`config.mk`:
```
export PLATFORM = sky130hd
export DESIGN_NAME = p2_cont_seq
export DESIGN_NICKNAME = d
export VERILOG_FILES = /design/src/rtl/p2seq_pkg.sv /design/src/rtl/p2_lsb_find.sv /design/src/rtl/p2_grp_rom.sv /design/src/rtl/p2_cont_seq.sv
export SDC_FILE = /design/constraint.sdc
export NUM_CORES = 1
export LEC_CHECK = 0
export BUFFER_PORTS_ARGS = -buffer_cell sky130_fd_sc_hd__clkbuf_2
export CAP_MARGIN = 15
export CORE_MARGIN = 1.5
export CORE_UTILIZATION = 50
export CTS_CLUSTER_DIAMETER = 120
export DETAILED_ROUTE_END_ITERATION = 10
export HOLD_SLACK_MARGIN = 0.12
export PLACE_DENSITY = 0.76
export SYNTH_ARGS = -nofsm -noshare
export SYNTH_HDL_FRONTEND = slang
export SYNTH_HIERARCHICAL = 1
export SYNTH_SLANG_ARGS = --single-unit
```
`constraint.sdc`:
```
create_clock -name clk -period 3.94 [get_ports clk]
set_input_delay 0.985 -clock clk [delete_from_list [all_inputs] [get_ports clk]]
set_output_delay 0.985 -clock clk [all_outputs]
set_load 0.01 [all_outputs]
```
`src/rtl/p2seq_pkg.sv`:
```
package p2seq_pkg;

   typedef enum logic [3:0] {
      OP_FETCH_A  = 4'd0,
      OP_FETCH_B  = 4'd1,
      OP_R_AZRX   = 4'd2,
      OP_S_AXRZ   = 4'd3,
      OP_T_AZRX   = 4'd4,
      OP_U_AXRZ   = 4'd5,
      OP_D1_RS    = 4'd6,
      OP_DT_DD1   = 4'd7,
      OP_R_BZRX   = 4'd8,
      OP_D2_TU    = 4'd9,
      OP_D_DTD2   = 4'd10,
      OP_S_BXRZ   = 4'd11,
      OP_D_ONE    = 4'd12,
      OP_D_DD1    = 4'd13,
      OP_PADD     = 4'd14
   } p2_op_e;

   typedef enum logic [2:0] {
      SQ_INIT,
      SQ_PAIR,
      SQ_SINGLE,
      SQ_ROWEND,
      SQ_FINAL,
      SQ_EMPTY
   } p2_grp_e;

   localparam int STEP_W = 4;

endpackage

```
`src/rtl/p2_lsb_find.sv`:
```
module p2_lsb_find #(
   parameter int W  = 24,
   localparam int PW = (W > 1) ? $clog2(W) : 1
) (
   input  logic [W-1:0]  bits_i,
   output logic [PW-1:0] pos_o,
   output logic          hit_o
);
   always_comb begin
      pos_o = '0;
      hit_o = |bits_i;
      for (int i = W - 1; i >= 0; i--) begin
         if (bits_i[i]) pos_o = PW'(i);
      end
   end
endmodule

```
`src/rtl/p2_grp_rom.sv`:
```
module p2_grp_rom
   import p2seq_pkg::*;
(
   input  p2_grp_e           grp_i,
   input  logic [STEP_W-1:0] step_i,
   output p2_op_e            op_o,
   output logic              last_o
);
   logic [STEP_W-1:0] len_m1;

   always_comb begin
      op_o   = OP_D_ONE;
      len_m1 = '0;
      unique case (grp_i)
         SQ_INIT: begin
            len_m1 = STEP_W'(3);
            case (step_i)
               4'd0:    op_o = OP_FETCH_A;
               4'd1:    op_o = OP_R_AZRX;
               4'd2:    op_o = OP_S_AXRZ;
               default: op_o = OP_D_ONE;
            endcase
         end
         SQ_PAIR: begin
            len_m1 = STEP_W'(9);
            case (step_i)
               4'd0:    op_o = OP_FETCH_A;
               4'd1:    op_o = OP_FETCH_B;
               4'd2:    op_o = OP_T_AZRX;
               4'd3:    op_o = OP_U_AXRZ;
               4'd4:    op_o = OP_D1_RS;
               4'd5:    op_o = OP_DT_DD1;
               4'd6:    op_o = OP_R_BZRX;
               4'd7:    op_o = OP_D2_TU;
               4'd8:    op_o = OP_D_DTD2;
               default: op_o = OP_S_BXRZ;
            endcase
         end
         SQ_SINGLE: begin
            len_m1 = STEP_W'(4);
            case (step_i)
               4'd0:    op_o = OP_FETCH_A;
               4'd1:    op_o = OP_R_AZRX;
               4'd2:    op_o = OP_S_AXRZ;
               4'd3:    op_o = OP_D1_RS;
               default: op_o = OP_D_DD1;
            endcase
         end
         SQ_ROWEND: op_o = OP_PADD;
         SQ_FINAL: begin
            len_m1 = STEP_W'(1);
            op_o   = (step_i == '0) ? OP_D1_RS : OP_D_DD1;
         end
         default:   op_o = OP_D_ONE;
      endcase
      last_o = (step_i == len_m1);
   end
endmodule

```
`src/rtl/p2_cont_seq.sv`:
```
module p2_cont_seq
   import p2seq_pkg::*;
#(
   parameter int ROW_W = 24,
   parameter int MW    = 8,
   localparam int PW   = (ROW_W > 1) ? $clog2(ROW_W) : 1
) (
   input  logic             clk,
   input  logic             rst_n,
   input  logic             start_i,
   input  logic [MW-1:0]    row_first_i,
   input  logic [MW-1:0]    row_last_i,
   output logic             tbl_rd_o,
   output logic [MW-1:0]    tbl_addr_o,
   input  logic [ROW_W-1:0] tbl_row_i,
   output logic             cmd_valid_o,
   input  logic             cmd_ready_i,
   output logic [3:0]       cmd_op_o,
   output logic [PW-1:0]    cmd_pos_o,
   output logic             done_o
);
   localparam logic [ROW_W-1:0] BIT0 = ROW_W'(1);

   generate
      if (ROW_W < 2 || ROW_W > 1024) begin : g_bad_row
         $error("p2_cont_seq: ROW_W out of range");
      end
      if (MW < 1) begin : g_bad_mw
         $error("p2_cont_seq: MW must be positive");
      end
   endgenerate

   typedef enum logic [2:0] {ST_IDLE, ST_READ, ST_LOAD, ST_SCAN, ST_EMIT, ST_DONE} st_e;

   st_e               st_q;
   logic [MW-1:0]     m_q, mmin_q, mmax_q;
   logic [ROW_W-1:0]  row_q;
   logic              first_q;
   p2_grp_e           grp_q;
   logic [STEP_W-1:0] step_q;
   logic [PW-1:0]     pos_a_q, pos_b_q;

   logic [PW-1:0]     lo_pos, nx_pos;
   logic              lo_hit, nx_hit;
   logic [ROW_W-1:0]  row_less;
   p2_op_e            rom_op;
   logic              rom_last;
   logic              busy;

   assign row_less = row_q & ~(BIT0 << lo_pos);

   p2_lsb_find #(.W(ROW_W)) u_find_lo (.bits_i(row_q),    .pos_o(lo_pos), .hit_o(lo_hit));
   p2_lsb_find #(.W(ROW_W)) u_find_nx (.bits_i(row_less), .pos_o(nx_pos), .hit_o(nx_hit));
   p2_grp_rom u_rom (.grp_i(grp_q), .step_i(step_q), .op_o(rom_op), .last_o(rom_last));

   assign busy        = (st_q != ST_IDLE) && (st_q != ST_DONE);
   assign tbl_rd_o    = (st_q == ST_READ);
   assign tbl_addr_o  = m_q;
   assign cmd_valid_o = (st_q == ST_EMIT);
   assign cmd_op_o    = rom_op;
   assign cmd_pos_o   = (rom_op == OP_FETCH_A) ? pos_a_q :
                        (rom_op == OP_FETCH_B) ? pos_b_q : '0;
   assign done_o      = (st_q == ST_DONE);

   always_ff @(posedge clk) begin
      if (!rst_n) begin
         st_q    <= ST_IDLE;
         m_q     <= '0;
         mmin_q  <= '0;
         mmax_q  <= '0;
         row_q   <= '0;
         first_q <= 1'b1;
         grp_q   <= SQ_INIT;
         step_q  <= '0;
         pos_a_q <= '0;
         pos_b_q <= '0;
      end else begin
         unique case (st_q)
            ST_IDLE, ST_DONE: begin
               if (start_i) begin
                  mmin_q  <= row_first_i;
                  mmax_q  <= row_last_i;
                  m_q     <= row_first_i;
                  first_q <= 1'b1;
                  step_q  <= '0;
                  if (row_first_i > row_last_i) begin
                     grp_q <= SQ_EMPTY;
                     st_q  <= ST_EMIT;
                  end else begin
                     st_q  <= ST_READ;
                  end
               end
            end
            ST_READ: st_q <= ST_LOAD;
            ST_LOAD: begin
               row_q <= tbl_row_i;
               st_q  <= ST_SCAN;
            end
            ST_SCAN: begin
               step_q <= '0;
               st_q   <= ST_EMIT;
               if (!lo_hit) begin
                  grp_q <= SQ_ROWEND;
               end else if (first_q) begin
                  pos_a_q <= lo_pos;
                  row_q   <= row_less;
                  first_q <= 1'b0;
                  grp_q   <= SQ_INIT;
               end else if (nx_hit) begin
                  pos_a_q <= lo_pos;
                  pos_b_q <= nx_pos;
                  row_q   <= row_less & ~(BIT0 << nx_pos);
                  grp_q   <= SQ_PAIR;
               end else begin
                  pos_a_q <= lo_pos;
                  row_q   <= row_less;
                  grp_q   <= SQ_SINGLE;
               end
            end
            ST_EMIT: begin
               if (cmd_ready_i) begin
                  if (!rom_last) begin
                     step_q <= step_q + 1'b1;
                  end else begin
                     step_q <= '0;
                     unique case (grp_q)
                        SQ_ROWEND: begin
                           if (m_q == mmax_q) begin
                              grp_q <= first_q ? SQ_EMPTY : SQ_FINAL;
                           end else begin
                              m_q  <= m_q + 1'b1;
                              st_q <= ST_READ;
                           end
                        end
                        SQ_FINAL, SQ_EMPTY: st_q <= ST_DONE;
                        default:            st_q <= ST_SCAN;
                     endcase
                  end
               end
            end
            default: st_q <= ST_IDLE;
         endcase
      end
   end


   cmd_hold_chk: assert property (@(posedge clk) disable iff (!rst_n)
      (cmd_valid_o && !cmd_ready_i) |=> (cmd_valid_o && $stable(cmd_op_o) && $stable(cmd_pos_o)));


   addr_range_chk: assert property (@(posedge clk) disable iff (!rst_n)
      tbl_rd_o |-> (tbl_addr_o >= mmin_q && tbl_addr_o <= mmax_q));


   rd_pulse_chk: assert property (@(posedge clk) disable iff (!rst_n)
      tbl_rd_o |=> !tbl_rd_o);


   done_after_accept_chk: assert property (@(posedge clk) disable iff (!rst_n)
      $rose(done_o) |-> $past(cmd_valid_o && cmd_ready_i));


   busy_start_ignored_chk: assert property (@(posedge clk) disable iff (!rst_n)
      (busy && start_i) |=> ($stable(mmin_q) && $stable(mmax_q)));


   done_quiet_chk: assert property (@(posedge clk) disable iff (!rst_n)
      (done_o && !start_i) |=> (done_o && !cmd_valid_o && !tbl_rd_o));

endmodule

```
==> results.rst, run 1 <==
.. list-table::
   :header-rows: 1

   * - Metric
     - Value
   * - Count of vias placed by the detailed router
     - 5595
   * - Wire length of the first global-routing pass
     - 23800 µm
   * - Min-delay src
     - pos_a_q[3]
   * - Endpoints failing setup
     - 29
   * - Failing checks
     - negative setup slack
   * - Worst setup path class
     - flop to flop
   * - TritonCTS clock tree
     - done
   * - Count of flip-flops with a built-in enable after synthesis
     - 0
   * - Biggest cell delay along the critical path
     - 0.56 ns
   * - HPWL after detailed placement
     - 10800 µm
   * - Required time at the worst-slack endpoint
     - 4.20 ns
   * - Nature of the critical path endpoint
     - flop
   * - Number of nets produced by synthesis
     - 687
   * - Die Span Y
     - 99.8 µm
   * - Number of antenna violations at the first check in global routing
     - 0
   * - Routed len/inst
     - 18.4 µm
   * - Critical path cell sequence
     - or4_4 -> o21ai_2 -> a21oi_2 -> nor4b_2 -> buf_4 -> nand3b_1 -> o21a_1 -> nor4_2 -> buf_4 -> buf_4 -> nand2_2 -> nor3_2 -> buf_4 -> buf_4 -> nor3_1 -> buf_4 -> nand2_1 -> a31oi_2 -> a211oi_2
   * - CTS HTree Levels
     - 3
   * - Category of the worst setup path launch point
     - flop
   * - Number of vias per cell
     - 6.45
   * - Cell with the biggest individual delay on the critical path
     - sky130_fd_sc_hd__or4_4
   * - Number of cells produced by synthesis
     - 631
   * - Setup clock skew after layout
     - 0.0107 ns
   * - Port buffer count
     - 63
   * - Pin count of the biggest net entering global routing
     - 34
   * - Count of state elements after synthesis
     - 61
   * - Clock buffer depth
     - 2
   * - Class of the most critical hold timing path
     - flop to flop
   * - Slew at the pin closest to its max-slew limit
     - 0.799 ns
   * - Cell accounting for the most synthesized area
     - sky130_fd_sc_hd__dfxtp_1
   * - Area of the die
     - 9960 µm²
   * - # hold bufs at CTS
     - 0
   * - Main flop type after synthesis
     - sky130_fd_sc_hd__dfxtp_1
   * - Layout area overhead
     - 30.9%
   * - Gp weighted congestion
     - 0.988
   * - Die Width
     - 99.8 µm
   * - Initial Util
     - 51.2%
   * - Share of Yosys cell area claimed by the top area cell type
     - 26.1%
   * - Relative slew slack
     - 46.7%
   * - Core Box Area
     - 9150 µm²
   * - Worst setup path start
     - row_q[18]
   * - Fraction of final layout cells sized beyond drive strength 1
     - 34.3%
   * - Maximum clock rate
     - 244 MHz
   * - Max-slew violation count
     - 0
   * - Global route overflow
     - 0
   * - Number of violations reported at the end of detailed-routing iteration 0
     - 646
   * - Post-synthesis cell type count
     - 78
   * - Root buffer cell
     - sky130_fd_sc_hd__clkbuf_8
   * - Number of clock buffers inserted by TritonCTS
     - 9
   * - Boundary pin count
     - 64
   * - Cell types with the largest area share after synthesis
     - sky130_fd_sc_hd__dfxtp_1 26%, sky130_fd_sc_hd__a21oi_1 6.9%, sky130_fd_sc_hd__o21ai_0 6.6%
   * - Most frequent cell on the critical path
     - sky130_fd_sc_hd__buf_4
   * - Total clock sinks
     - 61
   * - Dpl ws
     - -0.126 ns
   * - Min Clock Period, post-route
     - 4.10 ns
   * - DRC violation count after routing
     - 0
   * - Sequential cell area fraction in the yosys report
     - 26.1%
   * - Worst-path clk slew
     - 0.07 ns
   * - Share of async-settable or async-resettable flops after synthesis
     - 0%
   * - Mean cell area of the mapped netlist
     - 7.43 µm²
   * - Final worst setup slack
     - -0.163 ns
   * - Endpoint arrival time on the critical path
     - 4.36 ns
   * - Origin of the critical flop-to-flop path
     - row_q[18]
   * - Clock network latency to the later pin of the worst-skew pair
     - 0.35 ns
   * - Number of placement rows
     - 35
   * - Number of antenna cells inserted
     - 0
   * - Ys Warns
     - 6
   * - Overall track demand over capacity in global routing
     - 29.7%
   * - Detailed-routing iteration count for the pre-antenna-repair pass
     - 5
   * - Vias in the first global route
     - 4956
   * - Number of nets in the layout
     - 808
   * - Maximum fanout count along the critical path
     - 5
   * - Routed Antenna Nets
     - 0
   * - Final Hold Fails
     - 0
   * - Share of the cycle needed by the critical path after routing
     - 104%
   * - Max cap viols
     - 0
   * - Filler cell count in the final layout
     - 721
   * - Syn Std Cell Area
     - 4690 µm²
   * - Run status
     - finished with violations
   * - Wire length after detailed routing
     - 16000 µm
==> path summary, 6_finish.rpt <==
| kind | end | slack, ns | depth (start not counted) |
|---|---|---|---|
| worst min register to register | pos_a_q[3] | 0.46 | 2 |
| worst min-delay path | pos_a_q[3] | 0.46 | 2 |
| worst max register to register | row_q[6] | -0.16 | 19 |
| worst max-delay path | row_q[6] | -0.16 | 19 |
==> registers in the layout, indices dropped and copies added, names as in the netlist <==
| register | count |
|---|---|
| pos_a_q | 5 |
| pos_b_q | 5 |
| row_q | 24 |
| first_q | 1 |
| step_q | 4 |
| st_q | 3 |
| grp_q | 3 |
| mmax_q | 8 |
| tbl_addr_o | 8 |
==> logic make-up after synthesis <==
family	Yosys count	share of synthesized area (%)
adder cells (fa/ha/maj)	12	3.20
AND/OR/NAND/NOR	255	29.0
XOR/XNOR	13	2.43
buffers and inverters	56	6.01
multiplexers	14	3.02
AO/OA/AOI/OAI	220	30.3
flip-flops	61	26.1
==> stage by stage <==
stage	hold WS, ns	instance area, µm²	TNS, ns	std cells	util, %
3_5_place_dp	0.446	5440	-0.562	836	59.4
4_1_cts	0.456	5710	0	853	62.3
3_3_place_gp	0.442	5440	-0.0593	836	59.4
2_1_floorplan	0.436	4690	0	631	-
5_1_grt	0.488	6140	-4.18	868	67.0
6_report	0.457	6140	-2.19	868	67.0
==> synthesized netlist by cell type, types with 11 or more instances <==
library cell                n
sky130_fd_sc_hd__nand2_1   71
sky130_fd_sc_hd__a21oi_1   65
sky130_fd_sc_hd__nor2_1    64
sky130_fd_sc_hd__o21ai_0   62
sky130_fd_sc_hd__dfxtp_1   61
sky130_fd_sc_hd__nand3_1   23
sky130_fd_sc_hd__clkbuf_1  17
sky130_fd_sc_hd__inv_1     17
sky130_fd_sc_hd__o21a_1    15
sky130_fd_sc_hd__nor3_1    14
sky130_fd_sc_hd__a21boi_0  13
sky130_fd_sc_hd__mux2i_1   13
sky130_fd_sc_hd__ha_1      12
sky130_fd_sc_hd__nor2b_1   11
sky130_fd_sc_hd__xnor2_1   11
==> routing by layer <==
metal / wire length (µm) / global-route usage [%] / up-vias
li1: - / - / 2538
met1: 6510 / 38.9 / 2617
met2: 7340 / 46.9 / 352
met3: 1320 / 5.71 / 88
met4: 804 / 14.4 / 0
met5: 0 / 0 / -
==> cell usage in the layout (no fill, tap or decap), types with 10 or more instances in the layout <==
cell	n
sky130_fd_sc_hd__buf_4	79
sky130_fd_sc_hd__nand2_1	66
sky130_fd_sc_hd__clkbuf_2	63
sky130_fd_sc_hd__o21ai_0	61
sky130_fd_sc_hd__nor2_1	58
sky130_fd_sc_hd__dfxtp_1	56
sky130_fd_sc_hd__a21oi_1	53
sky130_fd_sc_hd__nand3_1	18
sky130_fd_sc_hd__inv_1	15
sky130_fd_sc_hd__o21a_1	14
sky130_fd_sc_hd__a21oi_2	13
sky130_fd_sc_hd__mux2i_1	13
sky130_fd_sc_hd__ha_1	12
sky130_fd_sc_hd__a21boi_0	11
sky130_fd_sc_hd__xnor2_1	11
sky130_fd_sc_hd__nor2b_1	10
==> cell type report <==
cell class,instances,area [µm²],share of cell area [%]
multi-input combinational,514,3520,57.3
sequential,61,1230,20.0
timing repair buffer,147,958,15.6
tap,111,139,2.26
clock buffer,9,124,2.02
clock inverter,7,98.8,1.61
inverter,19,71.3,1.16
==> worst max-delay path: cells and delay by family, from the launching register on <==
kind,cells,cell delay (ns)
AND/OR/NAND/NOR,8,1.89
buffers and inverters,6,0.93
AO/OA/AOI/OAI,5,0.87
flip-flops,1,0.33
==> repair_timing <==
action	in CTS	in global routing
pin swaps	1	50
buffers inserted	1	15
gates cloned	0	1
setup endpoints to repair	12	30
gates resized for setup	6	86
Power of run 1 is left out: the tool's default activity adds up to more than one toggle a clock period on the data nets, which glitch-free logic cannot reach.
==> run 2: changes to the inputs <==
--- a/config.mk
+++ b/config.mk
@@ -12,8 +12,7 @@
 export CTS_CLUSTER_DIAMETER = 120
 export DETAILED_ROUTE_END_ITERATION = 10
 export HOLD_SLACK_MARGIN = 0.12
-export PLACE_DENSITY = 0.76
+export PLACE_DENSITY = 0.75
 export SYNTH_ARGS = -nofsm -noshare
 export SYNTH_HDL_FRONTEND = slang
-export SYNTH_HIERARCHICAL = 1
 export SYNTH_SLANG_ARGS = --single-unit
==> results.rst, run 2 <==
.. list-table::
   :header-rows: 1

   * - Metric
     - Value
   * - Routed Antenna Nets
     - 0
   * - Switch Pwr
     - 3.00 mW
   * - Root buffer cell
     - sky130_fd_sc_hd__clkbuf_8
   * - Ys Warns
     - 0
   * - Final Hold Fails
     - 0
   * - Maximum clock rate
     - 262 MHz
   * - Most frequent cells in the layout
     - 88 x sky130_fd_sc_hd__nand2_1, 65 x sky130_fd_sc_hd__dfxtp_1, 63 x sky130_fd_sc_hd__nor2_1, 63 x sky130_fd_sc_hd__clkbuf_2, 47 x sky130_fd_sc_hd__a21oi_1
   * - Max-slew violation count
     - 0
   * - DRC violation count after routing
     - 0
   * - Most used standard cell by instance count after synthesis
     - sky130_fd_sc_hd__nand2_1
   * - Number of antenna cells inserted
     - 0
   * - Die Width
     - 107 µm
   * - Main flop type after synthesis
     - sky130_fd_sc_hd__dfxtp_1
   * - Filler cell count in the final layout
     - 1032
   * - Count of flip-flops with a built-in enable after synthesis
     - 0
   * - Path depth of the worst reg2reg path
     - 10
   * - Share of total power in combinational logic
     - 71.6%
   * - Reg power frac
     - 18.2%
   * - Post-synthesis cell type count
     - 93
   * - Worst-path clk slew
     - 0.08 ns
   * - Detailed-routing iteration count for the pre-antenna-repair pass
     - 5
   * - Category of the worst setup path launch point
     - flop
   * - Largest regs
     - row_q (24), mmax_q (8), tbl_addr_o (8)
   * - Number of nets produced by synthesis
     - 784
   * - CTS HTree Levels
     - 3
   * - Leak Pwr
     - 2.53 nW
   * - Relative slew slack
     - 21.9%
   * - Largest register FFs
     - 24
   * - Net switching fraction of the power
     - 55.3%
   * - Overall track demand over capacity in global routing
     - 31.5%
   * - Min Clock Period, post-route
     - 3.82 ns
   * - Pwr Density
     - 890 nW/µm²
   * - Max cap viols
     - 0
   * - Hold slack final
     - 0.484 ns
   * - Share of async-settable or async-resettable flops after synthesis
     - 0%
   * - Mean cell area of the mapped netlist
     - 7.41 µm²
   * - Routed len/inst
     - 19.5 µm
   * - Boundary pin count
     - 64
   * - Most common cell after layout, fill and taps aside
     - sky130_fd_sc_hd__nand2_1
   * - # hold bufs at CTS
     - 0
   * - Slew at the pin closest to its max-slew limit
     - 1.16 ns
   * - Share of the cycle needed by the critical path after routing
     - 97.0%
   * - Port buffer count
     - 63
   * - Setup repair after global routing missed its margin
     - false
   * - Core Box Area
     - 10400 µm²
   * - Top reg by flops
     - row_q
   * - Total clock sinks
     - 65
   * - Nature of the critical path endpoint
     - flop
   * - Count of state elements after synthesis
     - 65
   * - HPWL after detailed placement
     - 13800 µm
   * - Run status
     - finished clean
   * - Post-route non-filler standard cell count
     - 928
   * - Cell types with the largest area share after synthesis
     - sky130_fd_sc_hd__dfxtp_1 24%, sky130_fd_sc_hd__nand2_1 6.1%, sky130_fd_sc_hd__a21oi_1 4.6%
   * - Number of violations reported at the end of detailed-routing iteration 0
     - 659
   * - Setup clock skew after layout
     - 0.0119 ns
   * - Clock network latency to the later pin of the worst-skew pair
     - 0.37 ns
   * - Hold Crit Endpoint
     - pos_a_q[4]
   * - Setup TNS
     - 0 ns
   * - Wire length of the first global-routing pass
     - 28300 µm
   * - Vias in the first global route
     - 5459
   * - Cell-internal power
     - 2.43 mW
   * - Sequential cell area fraction in the yosys report
     - 24.2%
   * - Post-layout total power
     - 5.42 mW
   * - Required time at the worst-slack endpoint
     - 4.19 ns
   * - Global route overflow
     - 0
   * - Final Util
     - 58.8%
   * - Min-delay src
     - pos_a_q[4]
   * - Number of nets in the layout
     - 846
   * - Number of cells produced by synthesis
     - 725
   * - Endpoints failing setup
     - 0
   * - Gp weighted congestion
     - 1.06
   * - Reg-to-Reg End
     - row_q[8]
   * - Commonest cells in the synthesized netlist
     - 88 x sky130_fd_sc_hd__nand2_1, 65 x sky130_fd_sc_hd__dfxtp_1, 63 x sky130_fd_sc_hd__nor2_1
   * - Clock power share
     - 10.2%
   * - Cell accounting for the most synthesized area
     - sky130_fd_sc_hd__dfxtp_1
   * - Initial Util
     - 51.8%
   * - Die Span Y
     - 107 µm
   * - TritonCTS clock tree
     - done
   * - Fraction of final layout cells sized beyond drive strength 1
     - 20.1%
   * - Wire length after detailed routing
     - 18100 µm
   * - Number of vias per cell
     - 6.48
   * - Maximum fanout count along the critical path
     - 14
   * - Count of vias placed by the detailed router
     - 6016
   * - Class of the most critical hold timing path
     - flop to flop
   * - Worst hold stages
     - 2
   * - Number of clock buffers inserted by TritonCTS
     - 9
   * - Clock buffer depth
     - 2
   * - Share of Yosys cell area claimed by the top area cell type
     - 24.2%
   * - Post-placement cell count
     - 912
   * - Number of placement rows
     - 37
   * - Area of the die
     - 11400 µm²
   * - Number of antenna violations at the first check in global routing
     - 0
   * - Layout area overhead
     - 13.4%
   * - Worst setup path class
     - flop to flop
   * - R2r setup slk
     - 0.12 ns
   * - Endpoint arrival time on the critical path
     - 4.07 ns
   * - Syn Std Cell Area
     - 5370 µm²
   * - Pin count of the biggest net entering global routing
     - 37
   * - Origin of the critical flop-to-flop path
     - row_q[8]
   * - Maximum vdd ir drop
     - 0.000445 V
-- run 2: cell types whose count changed after synthesis, sizes merged, moves of 13 or more --
cell / delta
nand2: +15
a31oi: +17
a21oi: -17
inv: +15
o21ai: -15
clkbuf: +13
-- run 2: per-stage QoR --
step,instance area (µm²),setup WS [ns]
3_5_place_dp,5890,0.227
6_report,6090,0.118
2_1_floorplan,5370,0.943
5_1_grt,6090,0.0823
3_3_place_gp,5890,0.109
4_1_cts,6080,0.201
-- run 2: kinds of logic after synthesis --
family,Yosys count,share of synthesized area (%)
xor+xnor,11,1.79
buf+inv,76,5.96
mux,15,2.84
compound gates,240,31.8
fa+ha+maj,16,3.70
simple gates,302,29.7
flops,65,24.2
-- run 2: routing by layer --
metal,up-vias,share of wire (%),global-route usage (%)
li1,2813,-,-
met1,2782,44,44.9
met2,364,43,47.2
met3,57,10,5.53
met4,0,3.2,11.6
met5,-,0,0
-- run 2: critical path, cell delays in order (launching register included) --
cell and delay [ns]:
sky130_fd_sc_hd__dfxtp_1 0.41, sky130_fd_sc_hd__or4_4 0.59, sky130_fd_sc_hd__o221ai_2 0.18, sky130_fd_sc_hd__a31o_2 0.20, sky130_fd_sc_hd__nand2_2 0.23, sky130_fd_sc_hd__or4_4 0.61, sky130_fd_sc_hd__a22oi_1 0.38, sky130_fd_sc_hd__nand2b_1 0.18
sky130_fd_sc_hd__nand3_2 0.28, sky130_fd_sc_hd__a21boi_2 0.30, sky130_fd_sc_hd__a41oi_1 0.34
-- run 2: cell type report --
class | instances | area, µm² | area share (%)
clock buffer | 10 | 138 | 2.26
clock inverter | 6 | 48.8 | 0.801
sequential | 65 | 1300 | 21.4
timing repair buffer | 93 | 541 | 8.87
tap | 136 | 170 | 2.79
multi-input combinational | 584 | 3770 | 61.8
inverter | 34 | 128 | 2.09
-- run 2: power groups by stage --
| stage | sequential, mW | combinational (mW) | clock, mW |
|---|---|---|---|
| floorplan | 0.918 | 2.64 | 0 |
| detailed placement | 0.992 | 3.71 | 0 |
| finish | 0.987 | 3.89 | 0.551 |
| global placement | 0.985 | 3.67 | 0 |
| CTS | 0.977 | 3.73 | 0.557 |
| global route | 1.01 | 4.12 | 0.583 |
-- run 2: what timing repair did --
action | CTS | global route
setup buffers | 0 | 0
endpoints found under the setup margin | 0 | 24
gates resized for setup | 0 | 3
-- run 2: how the worst max path moves through the flow --
stage | startpoint | endpoint | slack (ns) | depth (start not counted)
after global placement | row_q[13] | pos_b_q[0] | 0.11 | 9
after floorplan | row_q[8] | row_q[20] | 0.94 | 11
after detailed placement | row_q[13] | row_q[17] | 0.23 | 10
after CTS | row_q[13] | row_q[17] | 0.20 | 10
final | row_q[8] | row_q[8] | 0.12 | 10
after global routing | row_q[20] | row_q[3] | 0.08 | 12
No activity file was read; power rests on OpenSTA's default activity.
